$ cat config.mk
export PLATFORM = sky130hd
export DESIGN_NAME = intc_top
export DESIGN_NICKNAME = d
export VERILOG_FILES = /design/src/rtl/intc_pkg.sv /design/src/rtl/intc_regs.sv /design/src/rtl/intc_arb.sv /design/src/rtl/intc_lvlmask.sv /design/src/rtl/intc_top.sv
export SDC_FILE = /design/constraint.sdc
export NUM_CORES = 1
export LEC_CHECK = 0
export ABC_AREA = 1
export BUFFER_PORTS_ARGS = -buffer_cell sky130_fd_sc_hd__buf_2
export CAP_MARGIN = 10
export CORE_MARGIN = 3
export CORE_UTILIZATION = 40
export CTS_CLUSTER_DIAMETER = 120
export DETAILED_ROUTE_END_ITERATION = 8
export RECOVER_POWER = 25
export SYNTH_ARGS = -nofsm -noshare
export SYNTH_HDL_FRONTEND = slang
export SYNTH_SLANG_ARGS = --single-unit
export TNS_END_PERCENT = 5
$ cat constraint.sdc
create_clock -name clk -period 13.63 [get_ports clk]
set_input_delay 2.726 -clock clk [delete_from_list [all_inputs] [get_ports clk]]
set_output_delay 2.726 -clock clk [all_outputs]
set_load 0.02 [all_outputs]
$ cat src/rtl/intc_pkg.sv
package intc_pkg;
  localparam int LW = 3;
  localparam int MW = 4;
  localparam logic [MW-1:0] MASK_NONE = 4'hF;
  localparam int ADR_SRCMASK = 0;
  localparam int ADR_CFG     = 1;
  localparam int ADR_CUR     = 2;
  localparam int ADR_SAVED   = 3;
  localparam int ADR_SWACK   = 4;
  localparam int LVL_BASE    = 8;
endpackage

$ cat src/rtl/intc_regs.sv
module intc_regs
  import intc_pkg::*;
#(
  parameter int NSRC = 8,
  parameter int AW   = 5,
  parameter int DW   = 8
) (
  input  logic                     clk,
  input  logic                     rst_n,
  input  logic                     we,
  input  logic [AW-1:0]            addr,
  input  logic [DW-1:0]            wdata,
  output logic [NSRC-1:0]          src_mask,
  output logic [NSRC-1:0][LW-1:0]  src_lvl,
  output logic                     cfg_lvl_en
);
  logic            mask_en, cfg_en;
  logic [NSRC-1:0] mask_d;
  logic            cfg_d;

  always_comb begin
    mask_en = we && (addr == AW'(ADR_SRCMASK));
    cfg_en  = we && (addr == AW'(ADR_CFG));
    mask_d  = mask_en ? wdata[NSRC-1:0] : src_mask;
    cfg_d   = cfg_en ? wdata[0] : cfg_lvl_en;
  end

  always_ff @(posedge clk or negedge rst_n) begin
    if (!rst_n) begin
      src_mask   <= '1;
      cfg_lvl_en <= 1'b0;
    end else begin
      src_mask   <= mask_d;
      cfg_lvl_en <= cfg_d;
    end
  end

  for (genvar g = 0; g < NSRC; g++) begin : g_lvl
    logic          lvl_en;
    logic [LW-1:0] lvl_d;
    always_comb begin
      lvl_en = we && (addr == AW'(LVL_BASE + g));
      lvl_d  = lvl_en ? wdata[LW-1:0] : src_lvl[g];
    end
    always_ff @(posedge clk or negedge rst_n) begin
      if (!rst_n) src_lvl[g] <= '0;
      else        src_lvl[g] <= lvl_d;
    end
  end
endmodule

$ cat src/rtl/intc_arb.sv
module intc_arb
  import intc_pkg::*;
#(
  parameter int NSRC = 8,
  localparam int IW = (NSRC > 1) ? $clog2(NSRC) : 1
) (
  input  logic [NSRC-1:0]          req,
  input  logic [NSRC-1:0]          src_mask,
  input  logic [NSRC-1:0][LW-1:0]  src_lvl,
  input  logic [MW-1:0]            cur_mask,
  output logic                     win_valid,
  output logic [LW-1:0]            win_lvl,
  output logic [IW-1:0]            win_idx,
  output logic                     wake
);
  logic [NSRC-1:0] live, elig;

  for (genvar g = 0; g < NSRC; g++) begin : g_elig
    always_comb begin
      live[g] = req[g] && !src_mask[g];
      elig[g] = live[g] && (src_lvl[g] != '0) &&
                ((cur_mask == MASK_NONE) || ({1'b0, src_lvl[g]} > cur_mask));
    end
  end

  always_comb begin
    win_lvl = '0;
    win_idx = '0;
    for (int i = NSRC - 1; i >= 0; i--) begin
      if (elig[i] && (src_lvl[i] >= win_lvl)) begin
        win_lvl = src_lvl[i];
        win_idx = IW'(i);
      end
    end
    win_valid = |elig;
    wake      = |live;
  end
endmodule

$ cat src/rtl/intc_lvlmask.sv
module intc_lvlmask
  import intc_pkg::*;
(
  input  logic           clk,
  input  logic           rst_n,
  input  logic           ack_take,
  input  logic [LW-1:0]  ack_lvl,
  input  logic           swack,
  input  logic           cur_we,
  input  logic           sav_we,
  input  logic [MW-1:0]  wdata,
  output logic [MW-1:0]  cur_q,
  output logic [MW-1:0]  sav_q
);
  logic [MW-1:0] cur_d, sav_d;

  always_comb begin
    cur_d = cur_q;
    sav_d = sav_q;
    if (ack_take) begin
      sav_d = cur_q;
      cur_d = {1'b0, ack_lvl};
    end else if (swack) begin
      cur_d = sav_q;
    end else begin
      if (cur_we) cur_d = wdata;
      if (sav_we) sav_d = wdata;
    end
  end

  always_ff @(posedge clk or negedge rst_n) begin
    if (!rst_n) begin
      cur_q <= MASK_NONE;
      sav_q <= MASK_NONE;
    end else begin
      cur_q <= cur_d;
      sav_q <= sav_d;
    end
  end
endmodule

$ cat src/rtl/intc_top.sv
module intc_top
  import intc_pkg::*;
#(
  parameter int NSRC = 8,
  parameter int AW   = 5,
  parameter int DW   = 8,
  parameter int VW   = 8,
  parameter logic [VW-1:0] VEC_BASE = 8'd64,
  parameter logic [VW-1:0] SPUR_VEC = 8'd15
) (
  input  logic            clk,
  input  logic            rst_n,
  input  logic [NSRC-1:0] req,
  input  logic            bus_we,
  input  logic [AW-1:0]   bus_addr,
  input  logic [DW-1:0]   bus_wdata,
  output logic [DW-1:0]   bus_rdata,
  input  logic            iack,
  output logic [VW-1:0]   ack_vector,
  output logic [LW-1:0]   irq_level,
  output logic            wake
);
  localparam int IW = (NSRC > 1) ? $clog2(NSRC) : 1;

  logic [1:0] rst_pipe;
  logic       rst_sync_n;
  always_ff @(posedge clk or negedge rst_n) begin
    if (!rst_n) rst_pipe <= 2'b00;
    else        rst_pipe <= {rst_pipe[0], 1'b1};
  end
  assign rst_sync_n = rst_pipe[1];

  logic [NSRC-1:0]         src_mask;
  logic [NSRC-1:0][LW-1:0] src_lvl;
  logic                    cfg_lvl_en;
  logic                    win_valid;
  logic [LW-1:0]           win_lvl;
  logic [IW-1:0]           win_idx;
  logic [MW-1:0]           cur_mask_q, sav_mask_q;
  logic                    ack_take, swack, cur_we, sav_we;
  logic [VW-1:0]           vec_d;

  intc_regs #(.NSRC(NSRC), .AW(AW), .DW(DW)) u_regs (
    .clk(clk), .rst_n(rst_sync_n), .we(bus_we), .addr(bus_addr), .wdata(bus_wdata),
    .src_mask(src_mask), .src_lvl(src_lvl), .cfg_lvl_en(cfg_lvl_en)
  );

  intc_arb #(.NSRC(NSRC)) u_arb (
    .req(req), .src_mask(src_mask), .src_lvl(src_lvl), .cur_mask(cur_mask_q),
    .win_valid(win_valid), .win_lvl(win_lvl), .win_idx(win_idx), .wake(wake)
  );

  always_comb begin
    ack_take = iack && cfg_lvl_en && win_valid;
    swack    = bus_we && (bus_addr == AW'(ADR_SWACK));
    cur_we   = bus_we && (bus_addr == AW'(ADR_CUR));
    sav_we   = bus_we && (bus_addr == AW'(ADR_SAVED));
  end

  intc_lvlmask u_lvlmask (
    .clk(clk), .rst_n(rst_sync_n), .ack_take(ack_take), .ack_lvl(win_lvl),
    .swack(swack), .cur_we(cur_we), .sav_we(sav_we), .wdata(bus_wdata[MW-1:0]),
    .cur_q(cur_mask_q), .sav_q(sav_mask_q)
  );

  always_comb begin
    vec_d = ack_vector;
    if (iack) vec_d = win_valid ? (VEC_BASE + VW'(win_idx)) : SPUR_VEC;
  end

  always_ff @(posedge clk or negedge rst_sync_n) begin
    if (!rst_sync_n) ack_vector <= SPUR_VEC;
    else             ack_vector <= vec_d;
  end

  assign irq_level = win_lvl;

  always_comb begin
    bus_rdata = '0;
    case (bus_addr)
      AW'(ADR_SRCMASK): bus_rdata = DW'(src_mask);
      AW'(ADR_CFG):     bus_rdata = DW'(cfg_lvl_en);
      AW'(ADR_CUR):     bus_rdata = DW'(cur_mask_q);
      AW'(ADR_SAVED):   bus_rdata = DW'(sav_mask_q);
      default: begin
        for (int i = 0; i < NSRC; i++)
          if (bus_addr == AW'(LVL_BASE + i)) bus_rdata = DW'(src_lvl[i]);
      end
    endcase
  end
endmodule

* Word-level counts from Yosys, hierarchy flattened
Cells that the tools add are included.
** Storage, ports and cells
- Register bits after elaboration :: 51
- Word-level logic and storage cells :: 154
** Operators by class
- $add $sub $neg :: 1
- $lt $le $gt $ge :: 16
- Equality and inequality tests :: 14
- Muxes and demuxes :: 32
- Reduce and logical (&&, ||, !) cells :: 77
** Operator list (number)
- $mux 8 :: 8
- $mux 3 :: 17
- $logic_and 1x1->1 :: 47
- $eq 5x4->1 const B :: 8
- $gt 3x4->1 :: 8
- $pmux 8 s4 :: 1
- $reduce_bool 3->1 :: 9
- $mux 4 :: 6
- $ge 3x3->1 :: 7
- $reduce_or 8->1 :: 2
- $eq 5x2->1 const B :: 2
- $add 7x3->8 const A :: 1
- $logic_not 1->1 :: 8
- $logic_or 1x1->1 :: 8
- $eq 5x1->1 const B :: 1
- $eq 5x3->1 const B :: 1
- $logic_not 5->1 :: 1
- $eq 4x4->1 const B :: 1
- $ge 3x1->1 const B :: 1
- $ne 2x2->1 const B :: 1
- $reduce_and 2->1 :: 1
- $reduce_bool 2->1 :: 1

* Depth between registers and ports, before layout
- Word-level depth :: 29
- Mapped depth :: 76
- Mapped depth without buffers :: 76

* By module
Synthesis repeated with hierarchy kept, for this count alone.
** Unflattened totals
- Cells, all modules :: 651
- Area total of the unflattened synthesis :: 4503.1 um2
** Modules (own cells, without submodules)
- intc_arb :: instances 1, cells each 287, area an instance 1778.0 um2, sequential area each 0.0 um2
- intc_regs :: instances 1, cells each 170, area an instance 1488.9 um2, sequential area each 835.8 um2
- intc_top :: instances 1, cells each 128, area an instance 765.7 um2, sequential area each 180.2 um2
- intc_lvlmask :: instances 1, cells each 66, area an instance 470.5 um2, sequential area each 210.2 um2

* Worst setup path after synthesis
OpenSTA, ideal clock, no wires.
- Kind :: input-to-output
- Start point :: input req[7]
- End point :: output irq_level[0]
- Data arrival time :: 9.697 ns
- Path slack :: 1.207 ns
- Cell stages on the path :: 64
- Buffers on the path :: 0
- Path through :: nand2_1 a21oi_2 nand3_1 ha_1 nand2_1 o211ai_1 nand3_4 a21oi_1 inv_1 ha_1 inv_1 nand2_1 o21ai_0 inv_1 nand2_2 nand2_2 nand2_4 nand2_1 [... 28 more ...] nand2_4 nand2_1 and2_1 ha_1 a21oi_1 o211ai_1 nand3_1 inv_1 nand2_1 and2_1 inv_1 ha_1 a21oi_1 o211ai_1 nand3_1 inv_1 nand2_1 and2_1
** Between the ends
- Cells in the longest elaborated chain, start to end :: 26
** Ends and longest elaborated chain
- start, declared :: RTL line intc_top.sv:13 : input logic [NSRC-1:0] req,
- $logic_and 1x1->1 * :: RTL line intc_arb.sv:20 : live[g] = req[g] && !src_mask[g];
- $logic_and 1x1->1 * (2 in a row) :: RTL line intc_arb.sv:21 : elig[g] = live[g] && (src_lvl[g] != '0) &&
- $logic_and 1x1->1 * :: RTL line intc_arb.sv:30 : if (elig[i] && (src_lvl[i] >= win_lvl)) begin
- $mux 3 * :: RTL line intc_arb.sv:30
- $ge 3x3->1 :: RTL line intc_arb.sv:30
- $logic_and 1x1->1 :: RTL line intc_arb.sv:30
- $mux 3 * :: RTL line intc_arb.sv:30
- $ge 3x3->1 :: RTL line intc_arb.sv:30
- [... 9 more ...]
- $logic_and 1x1->1 :: RTL line intc_arb.sv:30
- $mux 3 * :: RTL line intc_arb.sv:30
- $ge 3x3->1 :: RTL line intc_arb.sv:30
- $logic_and 1x1->1 :: RTL line intc_arb.sv:30
- $mux 3 * :: RTL line intc_arb.sv:30
- $ge 3x3->1 :: RTL line intc_arb.sv:30
- $logic_and 1x1->1 :: RTL line intc_arb.sv:30
- $mux 3 * :: RTL line intc_arb.sv:30
- end, declared :: RTL line intc_top.sv:20 : output logic [LW-1:0] irq_level,
Mark *: on every way between the ends. The rest lies on a longest branch, timed or not.

* Worst setup path after layout
Ends and elaborated chain as after synthesis.

==> metrics.txt <==
# TYPE chip_impl_metric gauge
chip_impl_info{name="status",value="complete, but fails checks"} 1
chip_impl_info{name="violations",value="capacitance limit, slew limit"} 1
chip_impl_metric{name="finalHoldViolCount",unit=""} 0
chip_impl_metric{name="cts.reportedPaths.clkPinSlew",unit="ns"} 0.10
chip_impl_metric{name="synth_simple_gate_area_share",unit=""} 0.303
chip_impl_metric{name="post-synth-top-area-fraction",unit=""} 0.174
chip_impl_metric{name="cp.buffers_inverters",unit=""} 14
chip_impl_info{name="crit_top_cell",value="nand2_1"} 1
chip_impl_metric{name="numPlacedInstances",unit=""} 732
chip_impl_metric{name="met2_usage",unit=""} 0.338
chip_impl_metric{name="floorplan.die.height",unit="um"} 106
chip_impl_metric{name="fraction_of_layout_cells_with_a_size_suffix_above_1",unit=""} 0.207
chip_impl_info{name="critical_path.slowest_cell",value="o211ai_1"} 1
chip_impl_metric{name="cts.hold.buffers_added",unit=""} 0
chip_impl_metric{name="max_stage_delay",unit="ns"} 0.33
chip_impl_metric{name="synth.lib_cells_used.distinct",unit=""} 39
chip_impl_metric{name="h_tree_depth",unit=""} 2
chip_impl_metric{name="filler_cell_count",unit=""} 1010
chip_impl_metric{name="synthAdderAreaFrac",unit=""} 0.127
chip_impl_info{name="yosys.cell_count.top_type",value="nand2_1"} 1
chip_impl_metric{name="hold-worst-slack",unit="ns"} 0.334
chip_impl_metric{name="dieArea",unit="sq mm"} 0.0113
chip_impl_metric{name="tritoncts_num_sinks",unit=""} 48
chip_impl_metric{name="syn-instance-count",unit=""} 561
chip_impl_metric{name="dp.final_hpwl",unit="mm"} 8.91
chip_impl_metric{name="synthMuxAreaShare",unit=""} 0
chip_impl_metric{name="ys_ff_latch",unit=""} 48
chip_impl_info{name="crit_start",value="req[7]"} 1
chip_impl_info{name="regToRegStartpoint",value="u_lvlmask.cur_q[1]"} 1
chip_impl_metric{name="grt-ovfl-total",unit=""} 0
chip_impl_metric{name="final.setup.worst_slack",unit="ns"} 0.655
chip_impl_metric{name="nets",unit=""} 678
chip_impl_info{name="crit_path_end_kind",value="primary output"} 1
chip_impl_info{name="post_synth_top_area_cell",value="dfrtp_1"} 1
chip_impl_metric{name="wl",unit="mm"} 11.5
chip_impl_metric{name="worst-endpoint-arrival",unit="ns"} 10.25
chip_impl_metric{name="placement.cell_area",unit="sq mm"} 0.00439
chip_impl_metric{name="required",unit="ns"} 10.90
chip_impl_metric{name="grt_use_met3",unit=""} 0.0267
chip_impl_info{name="largest_family_of_logic_cells_by_synthesized_area",value="simple AND/OR/NAND/NOR gates"} 1
chip_impl_metric{name="syn-cell-area",unit="sq mm"} 0.00403
chip_impl_metric{name="cts_made_buffers",unit=""} 5
chip_impl_metric{name="clk_path_buf_depth",unit=""} 2
chip_impl_metric{name="average_cell_area_after_synthesis",unit="sq um"} 7.18
chip_impl_metric{name="groute.usage.overall",unit=""} 0.209
chip_impl_metric{name="maxSlewViolCount",unit=""} 29
chip_impl_metric{name="drt_iter0_drc",unit=""} 199
chip_impl_metric{name="finalSetupViolations",unit=""} 0
chip_impl_metric{name="min_period_over_period",unit=""} 0.952
chip_impl_info{name="critPathLaunchType",value="input port"} 1
chip_impl_metric{name="drtAntennaViolNets",unit=""} 0
chip_impl_metric{name="register_area",unit="sq mm"} 0.00123
chip_impl_info{name="post_synth_most_frequent_cells",value="nand2_1 (133), inv_1 (91), o21ai_0 (50)"} 1
chip_impl_info{name="post_synth_main_area_contributors",value="dfrtp_1 (17%), dfstp_2 (13%), ha_1 (13%)"} 1
chip_impl_metric{name="avgViaCountPerCell",unit=""} 5.36
chip_impl_metric{name="power",unit="mW"} 0.762
chip_impl_metric{name="fin_worst_skew",unit="ns"} 0.00684
chip_impl_metric{name="fmax",unit="GHz"} 0.0771
chip_impl_metric{name="synth_compound_gate_area_share",unit=""} 0.166
chip_impl_metric{name="grt_max_degree",unit=""} 29
chip_impl_metric{name="coreArea",unit="sq mm"} 0.00977
chip_impl_metric{name="dr_total_vias",unit=""} 3997
chip_impl_metric{name="synth_xor_area_frac",unit=""} 0
chip_impl_metric{name="first_global_vias",unit=""} 3768
chip_impl_metric{name="flow.area_growth_from_synthesis",unit="%"} 15.7
chip_impl_metric{name="post-route-drc-count",unit=""} 0
chip_impl_info{name="holdCritPathClass",value="reg -> async"} 1
chip_impl_metric{name="r2r_cells",unit=""} 70
chip_impl_metric{name="leakage_dissipation",unit="nW"} 2.32
chip_impl_metric{name="first_pass_iters",unit=""} 5
chip_impl_metric{name="grt_antenna_before_repair",unit=""} 0
chip_impl_info{name="cts_tree",value="built"} 1
chip_impl_info{name="startpoint_to_endpoint_class_of_the_critical_path",value="in -> out"} 1
chip_impl_metric{name="setup.reg_to_reg.worst_slack",unit="ns"} 4.64
chip_impl_metric{name="cell_area_after_layout",unit="sq mm"} 0.00466
chip_impl_metric{name="die_width",unit="um"} 106
chip_impl_metric{name="multi_input_comb_area",unit="sq mm"} 0.00252
chip_impl_metric{name="yosysSeqAreaShare",unit=""} 0.304
chip_impl_metric{name="post-place-ws",unit="ns"} 0.197
chip_impl_metric{name="finalNonFillerCells",unit=""} 746
chip_impl_metric{name="grt_pass1_wl",unit="mm"} 18.8
chip_impl_metric{name="clock_insertion_delay_worst_skew",unit="ns"} 0.31
chip_impl_metric{name="placement_rows",unit=""} 36
chip_impl_metric{name="globalRouteMet1Util",unit=""} 0.287
chip_impl_metric{name="wl_per_cell",unit="um"} 15.5
chip_impl_info{name="gr-max-usage-layer",value="met2"} 1
chip_impl_metric{name="power_density",unit="mW/mm^2"} 163
chip_impl_metric{name="async_reset_ff_frac",unit=""} 1.00
chip_impl_metric{name="crit_cells",unit=""} 66
chip_impl_metric{name="initial_core_util",unit=""} 0.412
chip_impl_info{name="cts-root-buf",value="clkbuf_8"} 1
chip_impl_metric{name="count_of_flip_flops_with_a_built_in_enable_after_synthesis",unit=""} 0
chip_impl_metric{name="yosysWarningCount",unit=""} 0
chip_impl_metric{name="ios",unit=""} 45
chip_impl_metric{name="tightest_slew",unit="ns"} 1.56
chip_impl_info{name="crit_family",value="simple AND/OR/NAND/NOR gates"} 1
chip_impl_metric{name="drv_cap",unit=""} 1
chip_impl_info{name="reg2reg_to",value="ack_vector[2]"} 1
chip_impl_metric{name="max-slew-margin-rel",unit=""} -0.0381
chip_impl_metric{name="power.ir.vdd_worst",unit="V"} 0.0000749
chip_impl_info{name="worst_setup_ep",value="irq_level[0]"} 1
chip_impl_metric{name="timing.critical_path.fanout_max",unit=""} 7
chip_impl_metric{name="i_o_buffers",unit=""} 41
chip_impl_metric{name="gp_congestion",unit=""} 0.861
chip_impl_metric{name="final_period_minus_worst_setup_slack",unit="ns"} 12.98
chip_impl_metric{name="num_antenna_cells",unit=""} 0
chip_impl_info{name="synth_ff_type",value="dfrtp_1"} 1
[timing repair]
item,in CTS,in global routing
buffers inserted,0,6
resized for setup,0,22
setup endpoints to repair,0,3
hold endpoints to repair,0,0
[layout make-up]
| cell class | count | share of cell area |
|---|---|---|
| clock inverters | 3 | 0.0148 |
| inverters | 94 | 0.0756 |
| flip-flops and latches | 48 | 0.263 |
| multi-input cells | 414 | 0.540 |
| repair buffers | 49 | 0.0561 |
| well taps | 133 | 0.0357 |
| clock buffers | 5 | 0.0148 |
[registers in the layout, summed over array words and instances (netlist names)]
name	cells
u_lvlmask.cur_q	4
u_lvlmask.sav_q	4
rst_pipe	2
ack_vector	5
u_regs.src_mask	8
u_regs.cfg_lvl_en	1
u_regs.src_lvl	24
[power breakdown]
group	total, mW	internal (mW)	switching [mW]
clock network	0.128	0.0739	0.0539
registers	0.243	0.195	0.0471
logic	0.392	0.147	0.245
total	0.762	0.416	0.346
[metrics by stage]
stage / setup TNS (ns) / util
finish: 0 / 0.477
global route: -0.0434 / 0.477
CTS: 0 / 0.463
detailed placement: 0 / 0.449
global placement: 0 / 0.449
floorplan: 0 / -
[kinds of logic after synthesis]
logic type,count (synthesis)
buf+inv,101
simple gates,257
fa+ha+maj,41
flops,48
other cells,2
compound gates,112
[metal layers]
metal	up-vias	part of all wire
li1	1978	-
met1	1855	0.46
met2	136	0.46
met3	28	0.054
met4	0	0.030
met5	-	0
[worst min path at each step]
stage | endpoint | from | depth (start not counted) | slack [ns]
4_1_cts | u_regs.src_lvl[21] | rst_pipe[1] | 0 | 0.23
6_report | u_regs.src_lvl[20] | rst_pipe[1] | 0 | 0.33
3_3_place_gp | u_regs.src_lvl[21] | rst_pipe[1] | 0 | 0.23
5_1_grt | rst_pipe[1] | rst_pipe[0] | 0 | 0.38
2_1_floorplan | rst_pipe[1] | rst_pipe[0] | 0 | 0.33
3_5_place_dp | u_regs.src_lvl[23] | rst_pipe[1] | 0 | 0.23
[cells in the final DEF, fill, tap and decap left out, types with 9 or more instances in the layout]
cell type | synthesis | final
o211ai_1 | 9 | 9
inv_1 | 91 | 89
buf_2 | 0 | 41
nand2_4 | 9 | 9
nand3_1 | 43 | 40
nand2_2 | 12 | 13
o21ai_0 | 50 | 46
dfstp_2 | 20 | 20
nor2_1 | 36 | 34
a21oi_1 | 19 | 16
ha_1 | 41 | 37
dfrtp_1 | 28 | 28
nand2_1 | 133 | 132
[worst register-to-register path, delay by kind of cell, from the launching register on]
family	cells	cell delay, ns
flip-flops	1	0.61
AO/OA/AOI/OAI	13	1.98
adder cells (fa/ha/maj)	8	2.23
buffers and inverters	13	1.10
AND/OR/NAND/NOR	36	2.97
Power figures use the tool's default switching activity.
